### src/rtl/inval_queue_ctrl.sv
module inval_queue_ctrl #(
  parameter int AW    = 8,
  parameter int DEPTH = 8
) (
  input  logic          clk,
  input  logic          rst_n,
  input  logic          inv_valid,
  input  logic [AW-1:0] inv_addr,
  output logic          inv_ack,
  input  logic          core_use,
  output logic [AW-1:0] arr_addr,
  input  logic          arr_hit,
  output logic          arr_inv,
  input  logic          msg_req,
  input  logic [AW-1:0] msg_addr,
  output logic          msg_go,
  input  logic          bar_req,
  output logic          bar_done
);
  localparam int PW = (DEPTH > 1) ? $clog2(DEPTH) : 1;
  localparam int CW = $clog2(DEPTH + 1);

  logic [AW-1:0]    slot_addr [DEPTH];
  logic [DEPTH-1:0] slot_vld;
  logic [PW-1:0]    wr_ptr, rd_ptr;
  logic [CW-1:0]    cnt;
  logic [DEPTH-1:0] match_vec;
  logic             full, empty, enq, deq;

  assign full     = (cnt == CW'(DEPTH));
  assign empty    = (cnt == '0);
  assign enq      = inv_valid && !full;
  assign deq      = !empty && !core_use;
  assign inv_ack  = enq;
  assign arr_addr = slot_addr[rd_ptr];
  assign arr_inv  = deq && arr_hit;
  assign bar_done = bar_req && empty;

  always_comb begin
    for (int i = 0; i < DEPTH; i++)
      match_vec[i] = slot_vld[i] && (slot_addr[i] == msg_addr);
  end
  assign msg_go = msg_req && !(|match_vec);

  function automatic logic [PW-1:0] bump(input logic [PW-1:0] p);
    return (p == PW'(DEPTH - 1)) ? '0 : p + PW'(1);
  endfunction

  always_ff @(posedge clk) begin
    if (!rst_n) begin
      wr_ptr   <= '0;
      rd_ptr   <= '0;
      cnt      <= '0;
      slot_vld <= '0;
    end else begin
      if (deq) begin
        slot_vld[rd_ptr] <= 1'b0;
        rd_ptr           <= bump(rd_ptr);
      end
      if (enq) begin
        slot_vld[wr_ptr]  <= 1'b1;
        slot_addr[wr_ptr] <= inv_addr;
        wr_ptr            <= bump(wr_ptr);
      end
      cnt <= cnt + CW'(enq) - CW'(deq);
    end
  end

  a_r1_ack_stores: assert property (@(posedge clk) disable iff (!rst_n)
    inv_ack |=> cnt != '0);
  a_r2_full_no_ack: assert property (@(posedge clk) disable iff (!rst_n)
    (cnt == CW'(DEPTH)) |-> !inv_ack);
  a_r3_one_drain: assert property (@(posedge clk) disable iff (!rst_n)
    (!empty && !core_use && !inv_ack) |=> cnt == $past(cnt) - CW'(1));
  a_r4_core_priority: assert property (@(posedge clk) disable iff (!rst_n)
    core_use |-> !arr_inv);
  a_r6_count_matches_slots: assert property (@(posedge clk) disable iff (!rst_n)
    $countones(slot_vld) == int'(cnt));
  a_r7_barrier_empty: assert property (@(posedge clk) disable iff (!rst_n)
    bar_done |-> (cnt == '0));
endmodule

### config.mk
export PLATFORM = sky130hd
export DESIGN_NAME = inval_queue_ctrl
export DESIGN_NICKNAME = d
export VERILOG_FILES = /design/src/rtl/inval_queue_ctrl.sv
export SDC_FILE = /design/constraint.sdc
export NUM_CORES = 1
export LEC_CHECK = 0
export BUFFER_PORTS_ARGS = -buffer_cell sky130_fd_sc_hd__buf_2
export CELL_PAD_IN_SITES_DETAIL_PLACEMENT = 0
export CELL_PAD_IN_SITES_GLOBAL_PLACEMENT = 1
export CORE_UTILIZATION = 35
export DETAILED_ROUTE_END_ITERATION = 8
export GPL_ROUTABILITY_DRIVEN = 0
export GPL_TIMING_DRIVEN = 0
export PLACE_DENSITY_LB_ADDON = 0.05
export SLEW_MARGIN = 20
export SYNTH_ARGS = -nofsm -noshare
export SYNTH_HDL_FRONTEND = slang
export SYNTH_SLANG_ARGS = --single-unit
export TNS_END_PERCENT = 30
### constraint.sdc
create_clock -name clk -period 2.7 [get_ports clk]
set_input_delay 0.135 -clock clk [delete_from_list [all_inputs] [get_ports clk]]
set_output_delay 0.135 -clock clk [all_outputs]
set_load 0.02 [all_outputs]
## Word level (Yosys, flattened, before mapping)

Memory sizes are Yosys's and may differ from the RTL's. A register that Yosys moved wholly into a read port is not among the register bits.
Index checks and enable logic that the tools add are counted.

| cells by class | value |
|---|---|
| add/sub/neg operators | 4 |
| $lt $le $gt $ge | 4 |
| eq/ne operators | 11 |
| multiplexer cells | 14 |
| bitwise logic cells | 3 |
| reduce and logical (&&, ||, !) cells | 21 |

Operator list:

| kind | number |
|---|---|
| $eq 8x8->1 | 8 |
| $mux 8 | 3 |
| $logic_and 1x1->1 | 15 |
| $mux 3 | 4 |
| $and 8x8->8 | 1 |
| $lt 3x4->1 const B | 2 |
| $not 8->8 | 1 |
| $or 8x8->8 | 1 |
| $reduce_or 8->1 | 1 |
| $add 3x1->3 const B | 2 |
| $demux 1 s3 | 2 |
| $eq 3x3->1 const B | 2 |
| $ge 3x1->1 const B | 2 |
| $mux 1 | 5 |
| $add 4x1->4 | 1 |
| $eq 4x4->1 const B | 1 |
| $logic_not 1->1 | 4 |
| $logic_not 4->1 | 1 |
| $sub 4x1->4 | 1 |

| word-level totals | value |
|---|---|
| register bits after elaboration | 18 |
| memory bits (writable) | 64 |
| input port bits | 23 |
| output and inout port bits | 12 |
| logic and storage cells | 62 |
| memories | 1 |

Memories:

| memory | depth | width | read ports | clocked after Yosys merged registers in | wr ports | line | RTL |
|---|---|---|---|---|---|---|---|
| slot_addr | 8 | 8 | 9 | 1 | 1 | 23 | `logic [AW-1:0] slot_addr [DEPTH];` |

## Depth between registers and ports, before layout

| logic depth | value |
|---|---|
| word-level depth | 10 |
| gate-level depth with buffers | 10 |
| gate-level depth less buffers | 10 |

## Least setup slack after synthesis

No wires, ideal clock.

| timing path | value |
|---|---|
| path kind | flip-flop to flip-flop |
| from | reg cnt[2] |
| to | mem slot_addr[0][0] (enable) |
| setup time | 386 ps |
| arrival | 1753 ps |
| required time | 2314 ps |
| slack | 561 ps |
| stages on the path, launching flop included | 8 |
| buffers on the path | 0 |
| clock period less this slack | 2139 ps |
| path through | dfxtp_1 inv_1 ha_1 nand2_1 nand2_1 inv_1 nand3b_1 nor3_1 |

| between the ends | value |
|---|---|
| cells in the longest elaborated chain, start to end | 6 |

Ends and longest elaborated chain:

| what | line | RTL |
|---|---|---|
| start: declaration | 26 | `logic [CW-1:0] cnt;` |
| start signal: assignment | 65 | `cnt <= cnt + CW'(enq) - CW'(deq);` |
| $eq 4x4->1 | 30 | `assign full = (cnt == CW'(DEPTH));` |
| $logic_not 1->1 | 32 | `assign enq = inv_valid && !full;` |
| $logic_and 1x1->1 | 32 |  |
| via inv_ack | 9 | `output logic inv_ack,` |
| $mux 1 | 60 | `if (enq) begin` |
| $mux 1 | 50 | `if (!rst_n) begin` |
| $mux 1 (not written as such) | 62 | `slot_addr[wr_ptr] <= inv_addr;` |
| end: declaration | 23 |  |

The timed path passes the listed nets, and every way through them passes these cells.

## Worst setup path in the final report

| timing path | value |
|---|---|
| from | reg cnt[1] |
| to | mem slot_addr[4][2] (enable) |

| between the ends | value |
|---|---|
| cells in the longest elaborated chain, start to end | 6 |

Ends and longest elaborated chain:

| what | line |
|---|---|
| $eq 4x4->1 | 30 |
| $logic_not 1->1 | 32 |
| $logic_and 1x1->1 | 32 |
| $mux 1 | 60 |
| $mux 1 | 50 |
| $mux 1 (not written as such) | 62 |

Every way passes these cells.

==> flow_metrics.tcl <==
set metrics [dict create \
    grt_pass1_vias 2541 \
    clock_latency_ns 0.34 \
    ant_nets 0 \
    fp.coreArea_mm2 0.0116 \
    drc 5 \
    crit_arrival_ns 2.39 \
    start_kind "flip-flop" \
    power_mw 3.49 \
    multi_input_area_mm2 0.00180 \
    hp-class "in -> reg" \
    crit_path_top_delay_cell "nor2_1" \
    cp_max_fo 9 \
    yosys_warnings 0 \
    violations "DRC" \
    synth_seq_cells 85 \
    critPathBufInv 1 \
    status "complete, but fails checks" \
    cts_setup_buffers 0 \
    vias 2519 \
    min_period_over_period_pct 90.3 \
    dp_slack_ns 0.227 \
    final_core_util_pct 41.8 \
    grt_max_degree 13 \
    final_cell_mix "64 x edfxtp_1, 57 x xor2_1, 35 x buf_2" \
    synth_cell_types 36 \
    slowest_delay_ns 0.91 \
    netlist_area_mm2 0.00424 \
    worstPathRequired_ns 2.65 \
    cts_tree "yes" \
    htree_levels 3 \
    avgSynthCellArea_um2 14.0 \
    final_common_cell "edfxtp_1" \
    die_h_um 112 \
    syn_nets 336 \
    first_pass_iters 8 \
    cp_top_family "simple AND/OR/NAND/NOR gates" \
    postCtsHoldBufs 0 \
    hold_viol 0 \
    cts_root_buf "clkbuf_16" \
    worstMarginPinSlew_ns 1.12 \
    fillers 1123 \
    antenna_found_initial 0 \
    clkSinkCount 85 \
    wl_per_cell_um 20.5 \
    cts_resized 0 \
    drv_slew 0 \
    drive_above_1_share_pct 19.9 \
    critical_path.endpoint_type "flip-flop" \
    setup_viol 0 \
    dieArea_mm2 0.0126 \
    worstSetupPathType "reg -> reg" \
    final_cell_area_mm2 0.00486 \
    n_antenna_cell 0 \
    drtIter0Drc 136 \
    vias_per_cell 5.14 \
    routed_wl_mm 10.1 \
    grt_pass1_wl_mm 15.3 \
    fin_ws_ns 0.263 \
    power_per_cell_area_mw_per_mm2 718 \
    areaGrowthSynthToFinish_pct 14.6 \
    rsz0062_at_grt "false" \
    cts_made_buffers 9 \
    clkTransAtPathRegs_ns 0.06 \
    slew_headroom_pct 24.9 \
    syn_inst 303 \
    start_util_pct 36.5 \
    period_minus_slack_ns 2.44 \
    grt_use_total_pct 17.2 \
    max_freq_ghz 0.410 \
    cts_buffer_depth 2 \
    place_area_mm2 0.00459 \
    ys_seq_area_share_pct 55.2 \
    leakage_nw 1.76 \
    maxCapViolCount 0 \
    seq_area_mm2 0.00234 \
    grt-ovfl-total 0 \
    chipWidth_um 112 \
    path_cells "nor2_1 > nand2_1 > nand2_1 > inv_1 > nand3b_1 > nor2_1" \
    hpwl_mm 7.42 \
    numPortBuffers 26 \
    ir_worst_vdd_mv 0.336 \
    skew_ns 0.00723 \
    rows 39 \
    num_io_pins 35 \
    nets 375 \
]
[worst reg2reg max path, delay by kind of cell (launching register included)]
| kind | cells | cell delay, ns |
|---|---|---|
| buffers and inverters | 1 | 0.19 |
| flip-flops | 1 | 0.41 |
| AND/OR/NAND/NOR | 5 | 1.45 |
[flip-flops by register name, summed over array words and instances (netlist names), named ones only]
register	flops
slot_addr	64
cnt	4
slot_vld	8
rd_ptr	3
wr_ptr	3
[synthesized netlist by cell type]
library cell	count	area share, %
o211ai_1	1	0.18
buf_6	1	0.27
clkbuf_1	3	0.27
mux4_2	1	0.53
nand2_1	15	1.3
buf_2	9	1.1
fa_1	1	0.47
xor2_1	57	12
nand3b_1	5	0.89
nand4b_1	2	0.41
nor3_1	11	1.3
nand2b_1	4	0.59
inv_1	6	0.53
dfxtp_1	21	9.9
o41ai_1	1	0.21
xnor2_1	9	1.9
and3_1	1	0.15
and2_1	4	0.59
nor4_1	8	1.2
o21ai_0	2	0.24
nand3_1	3	0.35
nor2_1	9	0.80
ha_1	9	2.7
nand4_1	8	1.2
a21oi_1	3	0.35
buf_12	1	0.47
or3_1	1	0.15
mux2_2	8	2.1
a31o_2	5	1.0
a21boi_0	7	1.2
mux4_1	15	9.3
nor2b_1	3	0.44
o311ai_0	2	0.41
buf_1	1	0.088
edfxtp_1	64	45
a21o_1	2	0.35
[area by class of cell]
type                    instances  share of cell area, %
flip-flops and latches         85                   48.2
well taps                     143                   3.68
plain buffers                  15                   1.88
clock buffers                  15                   5.51
multi-input cells             197                   37.0
inverters                       6                  0.463
repair buffers                 28                   3.14
clock inverters                 1                  0.103
[stage by stage]
stage / setup TNS, ns / hold slack (ns) / cells
floorplan: 0 / 0.234 / 303
global placement: -5.88 / 0.407 / 472
detailed placement: 0 / 0.415 / 474
CTS: 0 / 0.0670 / 490
global route: 0 / 0.0769 / 490
finish: 0 / 0.0692 / 490
[final timing paths]
check | from | depth (start not counted) | slack (ns) | end
max | cnt[1]$_SDFF_PN0_ | 6 | 0.26 | slot_addr[4][2]$_DFFE_PP_
min | inv_addr[7] | 1 | 0.07 | slot_addr[3][7]$_DFFE_PP_
max reg2reg | cnt[1]$_SDFF_PN0_ | 6 | 0.26 | slot_addr[4][2]$_DFFE_PP_
min reg2reg | wr_ptr[0]$_SDFFE_PN0N_ | 2 | 0.51 | wr_ptr[0]$_SDFFE_PN0N_
[where the power goes]
part           switching, mW  internal [mW]  leakage, nW  total (mW)
registers             0.0607           1.48        0.749        1.55
clock network          0.470          0.674        0.134        1.14
logic                  0.433          0.369        0.875       0.802
[logic make-up after synthesis]
logic type      after synthesis  synth area share, %
xor+xnor                     66                 13.6
flops                        85                 55.2
buf+inv                      21                 2.68
simple gates                 74                 9.35
mux                          24                 12.0
compound gates               23                 4.01
fa+ha+maj                    10                 3.13
[routing by layer]
layer	GRT usage, %	wire, um
met1	24.0	4860
met2	26.7	4700
met3	3.62	350
met4	6.13	149
met5	0	0
No activity file was read; power rests on OpenSTA's default activity.
